### src/rtl/cbx_pkg.sv
`timescale 1ns/1ps
// Shared types for the prefixed bit unit: family code from opcode bits 7:6,
// shift kind from bits 5:3, and the flag nibble layout.
package cbx_pkg;
    localparam int DATA_W = 8;

    typedef enum logic [1:0] {
        FAM_SHIFT = 2'd0,
        FAM_TEST  = 2'd1,
        FAM_CLEAR = 2'd2,
        FAM_SET   = 2'd3
    } fam_e;

    typedef enum logic [2:0] {
        SK_ROLC = 3'd0,
        SK_RORC = 3'd1,
        SK_ROLT = 3'd2,
        SK_RORT = 3'd3,
        SK_SHLA = 3'd4,
        SK_SHRA = 3'd5,
        SK_NSWP = 3'd6,
        SK_SHRL = 3'd7
    } skind_e;

    typedef struct packed {
        logic z;
        logic n;
        logic h;
        logic c;
    } flags_t;
endpackage

### src/rtl/cbx_decode.sv
`timescale 1ns/1ps
// Splits the second opcode byte into family, sub-field and operand slot.
// Assumes the page is fully regular; every byte value is a legal opcode.
module cbx_decode
    import cbx_pkg::*;
#(
    parameter int MEM_SLOT = 6
) (
    input  logic [7:0] op,
    output fam_e       fam,
    output logic [2:0] sub,
    output logic [2:0] slot,
    output logic       is_mem
);
    // Field extraction straight from the bit layout.
    always_comb begin
        fam    = fam_e'(op[7:6]);
        sub    = op[5:3];
        slot   = op[2:0];
        is_mem = (op[2:0] == 3'(MEM_SLOT));
    end
endmodule

### src/rtl/cbx_shift.sv
`timescale 1ns/1ps
// Rotate, shift and nibble-swap datapath for the first quarter of the page.
// Assumes an 8-bit operand; the flag result follows the shift-family rules.
module cbx_shift
    import cbx_pkg::*;
(
    input  logic [7:0] a,
    input  logic [2:0] kind,
    input  logic       c_in,
    output logic [7:0] r,
    output flags_t     f
);
    logic out_bit;

    // Select the shifted byte and the bit that leaves it.
    always_comb begin
        unique case (skind_e'(kind))
            SK_ROLC: begin r = {a[6:0], a[7]}; out_bit = a[7]; end
            SK_RORC: begin r = {a[0], a[7:1]}; out_bit = a[0]; end
            SK_ROLT: begin r = {a[6:0], c_in}; out_bit = a[7]; end
            SK_RORT: begin r = {c_in, a[7:1]}; out_bit = a[0]; end
            SK_SHLA: begin r = {a[6:0], 1'b0}; out_bit = a[7]; end
            SK_SHRA: begin r = {a[7], a[7:1]}; out_bit = a[0]; end
            SK_NSWP: begin r = {a[3:0], a[7:4]}; out_bit = 1'b0; end
            default: begin r = {1'b0, a[7:1]}; out_bit = a[0]; end
        endcase
    end

    // Flags: zero test on the result, N and H cleared, carry from the lost bit.
    always_comb begin
        f.z = (r == 8'h00);
        f.n = 1'b0;
        f.h = 1'b0;
        f.c = out_bit;
    end
endmodule

### src/rtl/cbx_bitop.sv
`timescale 1ns/1ps
// Single-bit test, clear and set for the upper three quarters of the page.
// Assumes fam is not FAM_SHIFT when its outputs are used.
module cbx_bitop
    import cbx_pkg::*;
#(
    parameter int W = DATA_W,
    localparam int IDX_W = $clog2(W)
) (
    input  logic [W-1:0]     a,
    input  logic [IDX_W-1:0] idx,
    input  fam_e             fam,
    input  flags_t           f_in,
    output logic [W-1:0]     r,
    output flags_t           f,
    output logic             wr
);
    logic [W-1:0] mask;

    // One-hot mask of the addressed bit.
    always_comb mask = W'(1) << idx;

    // Result byte, flag update and write decision per family.
    always_comb begin
        r  = a;
        f  = f_in;
        wr = 1'b1;
        unique case (fam)
            FAM_TEST: begin
                f.z = ~|(a & mask);
                f.n = 1'b0;
                f.h = 1'b1;
                wr  = 1'b0;
            end
            FAM_CLEAR: r = a & ~mask;
            FAM_SET:   r = a | mask;
            default:   wr = 1'b0;
        endcase
    end
endmodule

### src/rtl/cbx_unit.sv
`timescale 1ns/1ps
// Top of the prefixed bit unit. Decodes the second opcode byte, runs the
// shift or bit datapath, and registers all outputs one cycle after in_valid.
// Assumes the sequencer already fetched the operand from the slot it names.
module cbx_unit
    import cbx_pkg::*;
#(
    parameter int CYC_REG  = 8,
    parameter int CYC_MEM  = 16,
    parameter int MEM_SLOT = 6,
    localparam int CYC_W   = $clog2(CYC_MEM + 1)
) (
    input  logic             clk,
    input  logic             rst_n,
    input  logic             in_valid,
    input  logic [7:0]       op_byte,
    input  logic [7:0]       operand,
    input  logic [3:0]       flags_in,
    output logic             out_valid,
    output logic             wr_en,
    output logic [7:0]       result,
    output logic [3:0]       flags_out,
    output logic [CYC_W-1:0] cycles,
    output logic             mem_opnd,
    output logic [2:0]       src_sel
);
    fam_e       fam;
    logic [2:0] sub;
    logic [2:0] slot;
    logic       is_mem;
    logic [7:0] sh_r;
    flags_t     sh_f;
    logic [7:0] bo_r;
    flags_t     bo_f;
    logic       bo_wr;
    logic [7:0] nx_r;
    flags_t     nx_f;
    logic       nx_wr;
    flags_t     f_in;

    always_comb f_in = flags_t'(flags_in);

    cbx_decode #(.MEM_SLOT(MEM_SLOT)) u_dec (
        .op     (op_byte),
        .fam    (fam),
        .sub    (sub),
        .slot   (slot),
        .is_mem (is_mem)
    );

    cbx_shift u_shf (
        .a    (operand),
        .kind (sub),
        .c_in (f_in.c),
        .r    (sh_r),
        .f    (sh_f)
    );

    cbx_bitop #(.W(DATA_W)) u_bit (
        .a    (operand),
        .idx  (sub),
        .fam  (fam),
        .f_in (f_in),
        .r    (bo_r),
        .f    (bo_f),
        .wr   (bo_wr)
    );

    // Merge the two datapaths by family.
    always_comb begin
        if (fam == FAM_SHIFT) begin
            nx_r  = sh_r;
            nx_f  = sh_f;
            nx_wr = 1'b1;
        end else begin
            nx_r  = bo_r;
            nx_f  = bo_f;
            nx_wr = bo_wr;
        end
    end

    // Output register: load on in_valid, hold data otherwise, clear on reset.
    always_ff @(posedge clk) begin
        if (!rst_n) begin
            out_valid <= 1'b0;
            wr_en     <= 1'b0;
            result    <= '0;
            flags_out <= '0;
            cycles    <= '0;
            mem_opnd  <= 1'b0;
            src_sel   <= '0;
        end else begin
            out_valid <= in_valid;
            wr_en     <= in_valid & nx_wr;
            if (in_valid) begin
                result    <= nx_r;
                flags_out <= nx_f;
                cycles    <= is_mem ? CYC_W'(CYC_MEM) : CYC_W'(CYC_REG);
                mem_opnd  <= is_mem;
                src_sel   <= slot;
            end
        end
    end
endmodule

### config.mk
export PLATFORM = sky130hd
export DESIGN_NAME = cbx_unit
export DESIGN_NICKNAME = d
export VERILOG_FILES = /design/src/rtl/cbx_pkg.sv /design/src/rtl/cbx_decode.sv /design/src/rtl/cbx_shift.sv /design/src/rtl/cbx_bitop.sv /design/src/rtl/cbx_unit.sv
export SDC_FILE = /design/constraint.sdc
export NUM_CORES = 1
export LEC_CHECK = 0
export ABC_CLOCK_PERIOD_IN_PS = 1740
export BUFFER_PORTS_ARGS = -buffer_cell sky130_fd_sc_hd__buf_2
export CAP_MARGIN = 0
export CELL_PAD_IN_SITES_DETAIL_PLACEMENT = 1
export CELL_PAD_IN_SITES_GLOBAL_PLACEMENT = 1
export CORE_MARGIN = 4
export CORE_UTILIZATION = 37
export CTS_BUF_LIST = sky130_fd_sc_hd__clkbuf_8
export CTS_CLUSTER_DIAMETER = 100
export DETAILED_ROUTE_END_ITERATION = 7
export GPL_TIMING_DRIVEN = 0
export MAX_ROUTING_LAYER = met4
export PLACE_DENSITY = 0.9
export SYNTH_ARGS = -nofsm -noshare
export SYNTH_HDL_FRONTEND = slang
export SYNTH_SLANG_ARGS = --single-unit
### constraint.sdc
create_clock -name clk -period 1.74 [get_ports clk]
set_input_delay 0.348 -clock clk [delete_from_list [all_inputs] [get_ports clk]]
set_output_delay 0.348 -clock clk [all_outputs]
set_load 0.005 [all_outputs]
==> run summary, run 1 <==
CTS buffer count: 3
Rows: 21
Hold Crit Class: in2reg
Fin crit period: 1.60 ns
Synth-to-Final Area Change: 22.2%
Port buffer count: 39
Synthesized cell area: 0.00137 sq mm
Leak: 0.000721 uW
RSZ-0062 raised after global routing: no
Endpoints failing hold: 0
DP HPWL: 3360 um
Peak VDD IR: 0.000385 V
Final setup margin: 0.139 ns
Chip height: 68.9 um
CTS tree: built
Area contributors post-synth: dfxtp_1 (28%), o21ai_0 (6.6%), mux2i_1 (3.6%)
GP Congestion: 0.878
Setup CP Type: in2reg
Setup TNS: 0 ns
Vias: 1499
Setup Viol. Count Final: 0
Pin count of the biggest net entering global routing: 11
Post-synthesis sequential area ratio: 0.277
1st-pass router iterations: 4
Least-Margin Pin Slew: 0.604 ns
Min Hold Slack: 0.368 ns
FF+latch area: 380 sq um
R2R Setup Slk: 0.65 ns
Final wirelength: 4490 um
Syn avg cell area: 8.12 sq um
Layout Utilization: 0.484
Die ar.: 0.00475 sq mm
DP Cell Count: 256
Status: complete, no violations
Worst Path Max Fanout: 10
Post-CTS Setup Bufs: 0
GRT Overall Usage: 0.207
CTS resizes: 0
First-pass GRT wire length: 7180 um
Initial antenna violation count: 0
CP Launch Type: input pin
Worst EP arrival: 1.76 ns
Drt wl/cell: 17.3 um
Clk_skew: 0 ns
Syn Inst Count: 169
Fill cells: 470
Most common flop cell mapped by yosys: dfxtp_1
Period utilization: 0.920
Root buffer cell: clkbuf_8
Grt ovf: 0
Share of layout cells above drive strength 1: 0.276
Crit path capture type: flop
Top-area cell type share of the netlist area: 0.277
Vias in the first global route: 1502
Clk_lat worst skew: 0.25 ns
Pwr/cell area: 640 mW/mm^2
Clk sinks: 19
Antenna-violating nets left: 0
Pre-CTS setup slack: -0.122 ns
Multi-input logic area: 871 sq um
Initial Util: 0.396
Layout Nets: 238
Cell variety after synth: 47
Residual DRC: 0
Relative slew slack: 0.596
Max Buffers Root-to-Sink: 2
Post-CTS Hold Buffers: 0
H-tree Lvls: 1
FFs w/ async S/R, synth: 0
Final Non-Filler Cells: 260
DR iter-0 viols: 50
Diode count: 0
Number of synthesized register bits: 19
Slew Limit Fails: 0
MaxCap Viol Count: 0
Die width: 68.9 um
Core box area: 0.00347 sq mm
Via density: 5.77
Largest area contributor in the netlist: dfxtp_1
# IOs: 46
Post-synth EDFFs: 0
WP data required: 1.90 ns
Yosys synthesis warning count: 0
Max Freq: 0.625 GHz
Clock Pin Slew Worst Setup and Hold Paths: 0.06 ns
worst max-delay path, stage by stage:
cell	delay (ns)
buf_2	0.11
buf_6	0.13
buf_2	0.18
and3_1	0.18
o31ai_1	0.31
o211ai_1	0.18
o41ai_2	0.32
registers in the layout, indices dropped and copies added, names as in the netlist:
register	cells
out_valid	1
src_sel	3
flags_out	4
wr_en	1
cycles	2
result	8
per-layer routing:
| metal | track usage | up-vias | share of wire |
|---|---|---|---|
| met3 | 0.0405 | 14 | 0.042 |
| li1 | - | 720 | - |
| met5 | - | - | 0 |
| met2 | 0.332 | 50 | 0.49 |
| met1 | 0.262 | 715 | 0.44 |
| met4 | 0.0657 | 0 | 0.029 |
cell usage in the layout, fill, tap and decap left out, types with 2 or more instances in the layout:
cell       n
buf_2     43
dfxtp_1   19
o21ai_0   18
nand2_1   10
nor2_1    10
clkbuf_1   8
nor2b_1    7
a21boi_0   6
buf_4      6
a31oi_1    6
o211ai_1   5
nand2b_1   5
a21oi_1    5
mux2i_1    5
o21a_1     4
nand3_1    4
a41oi_1    4
and3_1     4
inv_1      3
nand3b_1   3
o31ai_1    3
conb_1     3
clkbuf_8   3
buf_6      2
nor3_1     2
or4_1      2
mux4_2     2
o31a_1     2
layout make-up:
type	instances	share of cell area
plain buffers	20	0.0701
clock buffers	3	0.0246
clock inverters	1	0.00224
inverters	3	0.00671
multi-input cells	129	0.519
flip-flops and latches	19	0.227
well taps	46	0.0343
repair buffers	39	0.116
kinds of logic (layout without fill, tap and decap cells):
| kind of cell | count (synthesis) | count (layout) | share of synthesized area |
|---|---|---|---|
| other | 1 | 3 | 0.00273 |
| muxes | 8 | 8 | 0.0775 |
| AOI/OAI and AO/OA | 65 | 65 | 0.335 |
| DFF | 19 | 19 | 0.277 |
| buffers and inverters | 23 | 66 | 0.0939 |
| and+or+nand+nor | 53 | 53 | 0.214 |
cell usage after synthesis, types with 2 or more instances:
cell type	count
a21boi_0	6
a21oi_1	5
a31oi_1	6
a41oi_1	4
and3_1	4
buf_2	4
buf_4	6
buf_6	2
clkbuf_1	8
dfxtp_1	19
inv_1	2
mux2i_1	5
mux4_2	2
nand2_1	10
nand2b_1	5
nand3_1	4
nand3b_1	3
nor2_1	10
nor2b_1	7
nor3_1	2
o211ai_1	5
o21a_1	4
o21ai_0	18
o31a_1	2
o31ai_1	3
or4_1	2
power by group:
part / internal, uW / switching (uW)
clock: 157 / 142
combinational: 130 / 168
sequential: 464 / 13.3
through the flow:
step	instance area, sq um	power, uW
finish	1680	1070
global route	1680	1140
CTS	1680	1080
detailed placement	1630	780
global placement	1630	772
floorplan	1380	666
final timing paths:
check,startpoint,to,cells after the start
worst max-delay path,op_byte[5],flags_out[3],7
worst min register to register,flags_out[2],flags_out[2],2
worst max register to register,flags_out[3],flags_out[3],3
worst min-delay path,op_byte[0],src_sel[0],3
(Power assumes the default switching activity.)
==> run 2, diff against run 1 <==
ABC_AREA = 1   (was not set)
CORE_UTILIZATION = 34   (was 37)
==> run summary, run 2 <==
Status: complete, no violations
Pin count of the biggest net entering global routing: 11 (unchanged)
Clock Pin Slew Worst Setup and Hold Paths: 0.07 ns (about the same)
H-tree Lvls: 1 (unchanged)
Grt ovf: 0 (unchanged)
Min Hold Slack: 0.340 ns (-0.0277 ns)
CTS tree: built
Final wirelength: 4850 um (+8.1%)
Pwr/cell area: 658 mW/mm^2 (+2.8%)
Slew Limit Fails: 0 (unchanged)
Number of synthesized register bits: 19 (unchanged)
Area contributors post-synth: dfxtp_1 (28%), nand2_1 (14%), nand3_1 (8.5%)
Setup TNS: 0 ns (unchanged)
Fill cells: 547 (+16%)
Final Non-Filler Cells: 319 (+23%)
FF+latch area: 380 sq um (unchanged)
Via density: 5.45 (-5.4%)
Drt wl/cell: 15.2 um (-12%)
Design Area, Final: 0.00167 sq mm (-0.67%)
Post-synth EDFFs: 0 (unchanged)
R2R Setup Slk: 0.96 ns (+0.31 ns)
Least-Margin Pin Slew: 0.515 ns (-0.0894 ns)
Worst path slowest cell: nor2_2
Commonest non-fill, non-tap cells in the layout: nand2_1 (49), buf_2 (43), nor2_1 (24)
Crit path capture type: flop
RSZ-0062 raised after global routing: no
Layout Nets: 295 (+24%)
Period utilization: 0.765 (-0.155)
Clk_lat worst skew: 0.26 ns (about the same)
Core box area: 0.00374 sq mm (+7.9%)
Synth-to-Final Area Change: 23.1%
First-pass GRT wire length: 8180 um (+14%)
Post-CTS Hold Buffers: 0 (unchanged)
Initial antenna violation count: 0 (unchanged)
Worst EP arrival: 1.54 ns (-0.22 ns)
Clk sinks: 19 (unchanged)
Chip height: 71.1 um (+3.2%)
Worst path cell trace: buf_2 -> buf_2 -> nor2_2 -> inv_1 -> o211ai_1 -> o211ai_1 -> inv_1
Syn avg cell area: 6.02 sq um (-26%)
Switching part of the total: 0.329 (+0.0277)
Post-CTS Setup Bufs: 0 (unchanged)
Critical Path Max Stage Delay: 0.38 ns (+0.06 ns)
Largest area contributor in the netlist: dfxtp_1
Top Registers: result x8, flags_out x4, src_sel x3
Share of layout cells above drive strength 1: 0.244 (-0.0322)
Endpoints failing hold: 0 (unchanged)
Top-area cell type share of the netlist area: 0.281 (+0.00384)
Sw power: 361 uW (+11%)
Diode count: 0 (unchanged)
Syn Inst Count: 225 (+33%)
Fin crit period: 1.33 ns (-0.269 ns)
Synthesized cell area: 0.00135 sq mm (-1.4%)
Setup Viol. Count Final: 0 (unchanged)
Die ar.: 0.00506 sq mm (+6.5%)
Post-synthesis sequential area ratio: 0.281 (+0.00384)
Antenna-violating nets left: 0 (unchanged)
CP Launch Type: input pin
Max Buffers Root-to-Sink: 2 (unchanged)
GP Congestion: 0.882 (+0.46%)
Multi-input logic area: 787 sq um (-9.6%)
1st-pass router iterations: 4 (unchanged)
Root buffer cell: clkbuf_8
Reg with most FFs: result
Combinational Power Share: 0.277 (about the same)
Initial Util: 0.362 (-0.0341)
Worst Path Max Fanout: 10 (unchanged)
Rows: 22 (+4.8%)
Setup CP Type: in2reg
Port buffer count: 40 (+2.6%)
Most common flop cell mapped by yosys: dfxtp_1
MaxCap Viol Count: 0 (unchanged)
Clk_skew: 0 ns (unchanged)
Vias in the first global route: 1768 (+18%)
Max reg flops: 8 (unchanged)
Commonest non-fill, non-tap cell in the layout: nand2_1
Most common cell in the netlist: nand2_1
GRT Overall Usage: 0.205 (-0.00224)
Peak VDD IR: 0.000410 V (+6.4%)
Layout Utilization: 0.445 (-0.0386)
Leak: 0.000880 uW (+22%)
Hold Crit Class: in2reg
Clock Power Share: 0.287 (+0.009)
Residual DRC: 0 (unchanged)
# IOs: 46 (unchanged)
Placed Instance Area: 0.00162 sq mm (-0.69%)
Post-synth top cells: nand2_1 (49), nor2_1 (24), nand3_1 (23)
Die width: 71.1 um (+3.2%)
Max Freq: 0.751 GHz (+20%)
Relative slew slack: 0.657 (+0.0611)
Sequential power share: 0.436 (-0.008)
WP data required: 1.95 ns (+0.05 ns)
CTS resizes: 0 (unchanged)
Internal power: 736 uW (-2.0%)
FFs w/ async S/R, synth: 0 (unchanged)
Cell variety after synth: 26 (-45%)
CTS buffer count: 3 (unchanged)
DR iter-0 viols: 88 (+76%)
Yosys synthesis warning count: 0 (unchanged)
DP HPWL: 3710 um (+10%)
DP Cell Count: 315 (+23%)
Vias: 1739 (+16%)
[run 2: per-layer routing]
layer | global-route usage | up-vias | share of wire | wire length (um)
li1 | - | 826 | - | -
met1 | 0.240 | 857 | 0.42 | 2020
met2 | 0.356 | 45 | 0.51 | 2480
met3 | 0.0355 | 11 | 0.052 | 253
met4 | 0.0605 | 0 | 0.021 | 102
met5 | - | - | 0 | 0
[run 2: layout make-up]
type	count	share of cell area
tap	48	0.0360
multi-input combinational	168	0.472
clock inverter	1	0.00225
timing repair buffer	40	0.120
inverter	26	0.0601
sequential	19	0.228
clock buffer	3	0.0248
buffer	14	0.0563
[run 2: power by group through the flow]
stage | clock network, uW | registers (uW) | logic [uW]
after floorplan | 0 | 490 | 175
after global placement | 0 | 487 | 290
after detailed placement | 0 | 488 | 298
after CTS | 323 | 479 | 303
after global routing | 347 | 482 | 343
final | 314 | 478 | 304
[run 2: cell families (layout without fill, tap and decap cells)]
logic type / after synthesis / count (layout) / share of synthesized area
and+or+nand+nor: 111 / 111 / 0.360
buffers and inverters: 40 / 84 / 0.143
other: 1 / 3 / 0.00277
DFF: 19 / 19 / 0.281
AOI/OAI and AO/OA: 54 / 54 / 0.214
[run 2: final timing paths]
kind,from,endpoint,cells after the start
setup / recovery,op_byte[7],result[1],7
hold / removal,flags_in[2],flags_out[2],3
hold reg to reg,src_sel[0],src_sel[0],2
setup reg to reg,cycles[3],cycles[3],3
[run 2: per-stage QoR]
step | total power (uW) | worst slack [ns]
detailed placement | 786 | 0.179
global route | 1170 | 0.262
global placement | 777 | 0.203
floorplan | 665 | 0.487
finish | 1100 | 0.408
CTS | 1100 | 0.443
[run 2: worst max-delay path: cells and delay by family]
family	cells	cell delay [ns]
buf+inv	4	0.50
simple gates	1	0.38
compound gates	2	0.32
==> run 3, diff against run 2 <==
ABC_AREA = 0   (was 1)
ABC_CLOCK_PERIOD_IN_PS = 1300   (was 1740)
CORE_UTILIZATION = 37   (was 34)
clock period = 1.3 ns   (was 1.74 ns; I/O delays follow)
==> run summary, run 3 (synthesis gave the netlist of run 1 again) <==
Status: finished, violations left
Failing checks: negative setup slack
Chip height: 68.9 um (-3.1%)
H-tree Lvls: 1 (unchanged)
Diode count: 0 (unchanged)
Setup CP Type: in2reg
Via density: 5.87 (+7.7%)
1st-pass router iterations: 4 (unchanged)
CTS tree: built
Slew Limit Fails: 0 (unchanged)
Relative slew slack: 0.583 (-0.0733)
Max Freq: 0.698 GHz
Top Registers: result x8, flags_out x4, src_sel x3
Layout Nets: 239 (-19%)
Die width: 68.9 um (-3.1%)
Clock Pin Slew Worst Setup and Hold Paths: 0.07 ns (about the same)
# IOs: 46 (unchanged)
Port buffer count: 39 (-2.5%)
Fill cells: 454 (-17%)
Placed Instance Area: 0.00164 sq mm (+1.1%)
CTS buffer count: 3 (unchanged)
Crit path capture type: flop
Die ar.: 0.00475 sq mm (-6.1%)
Initial antenna violation count: 0 (unchanged)
RSZ-0062 raised after global routing: yes
Internal power: 1030 uW (+39%)
Pin count of the biggest net entering global routing: 11 (unchanged)
WP data required: 1.47 ns (-0.48 ns)
Rows: 21 (-4.5%)
Worst EP arrival: 1.60 ns (+0.06 ns)
CP Launch Type: input pin
Sequential power share: 0.430 (-0.006)
Antenna-violating nets left: 0 (unchanged)
Drt wl/cell: 17.7 um (+17%)
First-pass GRT wire length: 7400 um (-9.5%)
Least-Margin Pin Slew: 0.623 ns (+0.108 ns)
Peak VDD IR: 0.000500 V (+22%)
Final setup margin: -0.133 ns (-0.542 ns)
Reg with most FFs: result
Max reg flops: 8 (unchanged)
DP HPWL: 3420 um (-7.7%)
Clk_lat worst skew: 0.25 ns (about the same)
Sw power: 460 uW (+28%)
GRT Overall Usage: 0.215 (+0.0106)
Residual DRC: 0 (unchanged)
Share of layout cells above drive strength 1: 0.326 (+0.0820)
Fin crit period: 1.43 ns
GP Congestion: 0.863 (-2.2%)
Endpoints failing hold: 0 (unchanged)
MaxCap Viol Count: 0 (unchanged)
DR iter-0 viols: 110 (+25%)
Vias in the first global route: 1518 (-14%)
Switching part of the total: 0.310 (-0.0192)
Clk sinks: 19 (unchanged)
Leak: 0.000757 uW (-14%)
Synth-to-Final Area Change: 28.1%
Final Power: 1490 uW (+35%)
Hold Crit Class: in2reg
Commonest non-fill, non-tap cells in the layout: buf_2 (39), dfxtp_1 (19), o21ai_0 (17)
Min Hold Slack: 0.275 ns (-0.0653 ns)
Setup TNS: -0.133 ns (-0.133 ns)
Combinational Power Share: 0.290 (+0.013)
Setup Viol. Count Final: 1 (+1)
Clock Power Share: 0.280 (-0.007)
Clk_skew: 0 ns (unchanged)
Root buffer cell: clkbuf_8
Commonest non-fill, non-tap cell in the layout: buf_2
Worst Path Max Fanout: 10 (unchanged)
Pwr/cell area: 845 mW/mm^2 (+28%)
Vias: 1532 (-12%)
Grt ovf: 0 (unchanged)
Max Buffers Root-to-Sink: 2 (unchanged)
Final wirelength: 4630 um (-4.6%)
Initial Util: 0.396 (+0.0341)
Period utilization: 1.10
Core box area: 0.00347 sq mm (-7.4%)
Design Area, Final: 0.00176 sq mm (+5.5%)
==> run 3: final timing paths <==
kind / startpoint / end / slack, ns / cells after the start
setup reg to reg: flags_out[3] / flags_out[3] / 0.22 / 3
hold / removal: op_byte[0] / src_sel[0] / 0.28 / 3
hold reg to reg: flags_out[2] / flags_out[2] / 0.49 / 2
setup / recovery: op_byte[5] / flags_out[3] / -0.13 / 6
==> run 3: final cells by class <==
type / instances / area [sq um] / share of cell area
clock buffers: 3 / 41.3 / 0.0235
multi-input cells: 129 / 910 / 0.517
clock inverters: 1 / 3.75 / 0.00214
flip-flops and latches: 19 / 380 / 0.216
repair buffers: 40 / 206 / 0.117
well taps: 46 / 57.6 / 0.0327
inverters: 3 / 12.5 / 0.00712
plain buffers: 20 / 146 / 0.0833
==> run 3: per-stage QoR <==
step                      instances   util  setup WS [ns]
after floorplan                 171      -         -0.209
after global placement          256  0.473         -0.470
after detailed placement        256  0.473         -0.553
after CTS                       261  0.497         -0.153
after global routing            261  0.507         -0.172
final                           261  0.507         -0.133
==> run 3: repair_timing <==
item                                    4_1_cts  5_1_grt
endpoints found under the setup margin       10        7
hold buffers                                  0        0
cloned                                        1        0
resized for setup                            10       14
setup buffers                                 0        0
pin swaps                                     2        4
==> run 3: metal layers <==
layer	wire length, um	global-route usage
met1	2000	0.272
met2	2320	0.358
met3	196	0.0340
met4	104	0.0535
met5	0	-
==> run 3: power groups by stage <==
stage | Combinational (uW) | Sequential [uW] | Clock (uW)
3_3_place_gp | 386 | 649 | 0
2_1_floorplan | 238 | 655 | 0
6_report | 431 | 639 | 416
3_5_place_dp | 394 | 652 | 0
4_1_cts | 415 | 639 | 419
5_1_grt | 474 | 643 | 451
==> run 3: worst max-delay path, cell delays in order <==
cell and delay (ns):
buf_2 0.11, buf_6 0.14, and3_4 0.15, o41a_1 0.31, or4_4 0.43, o41ai_2 0.20
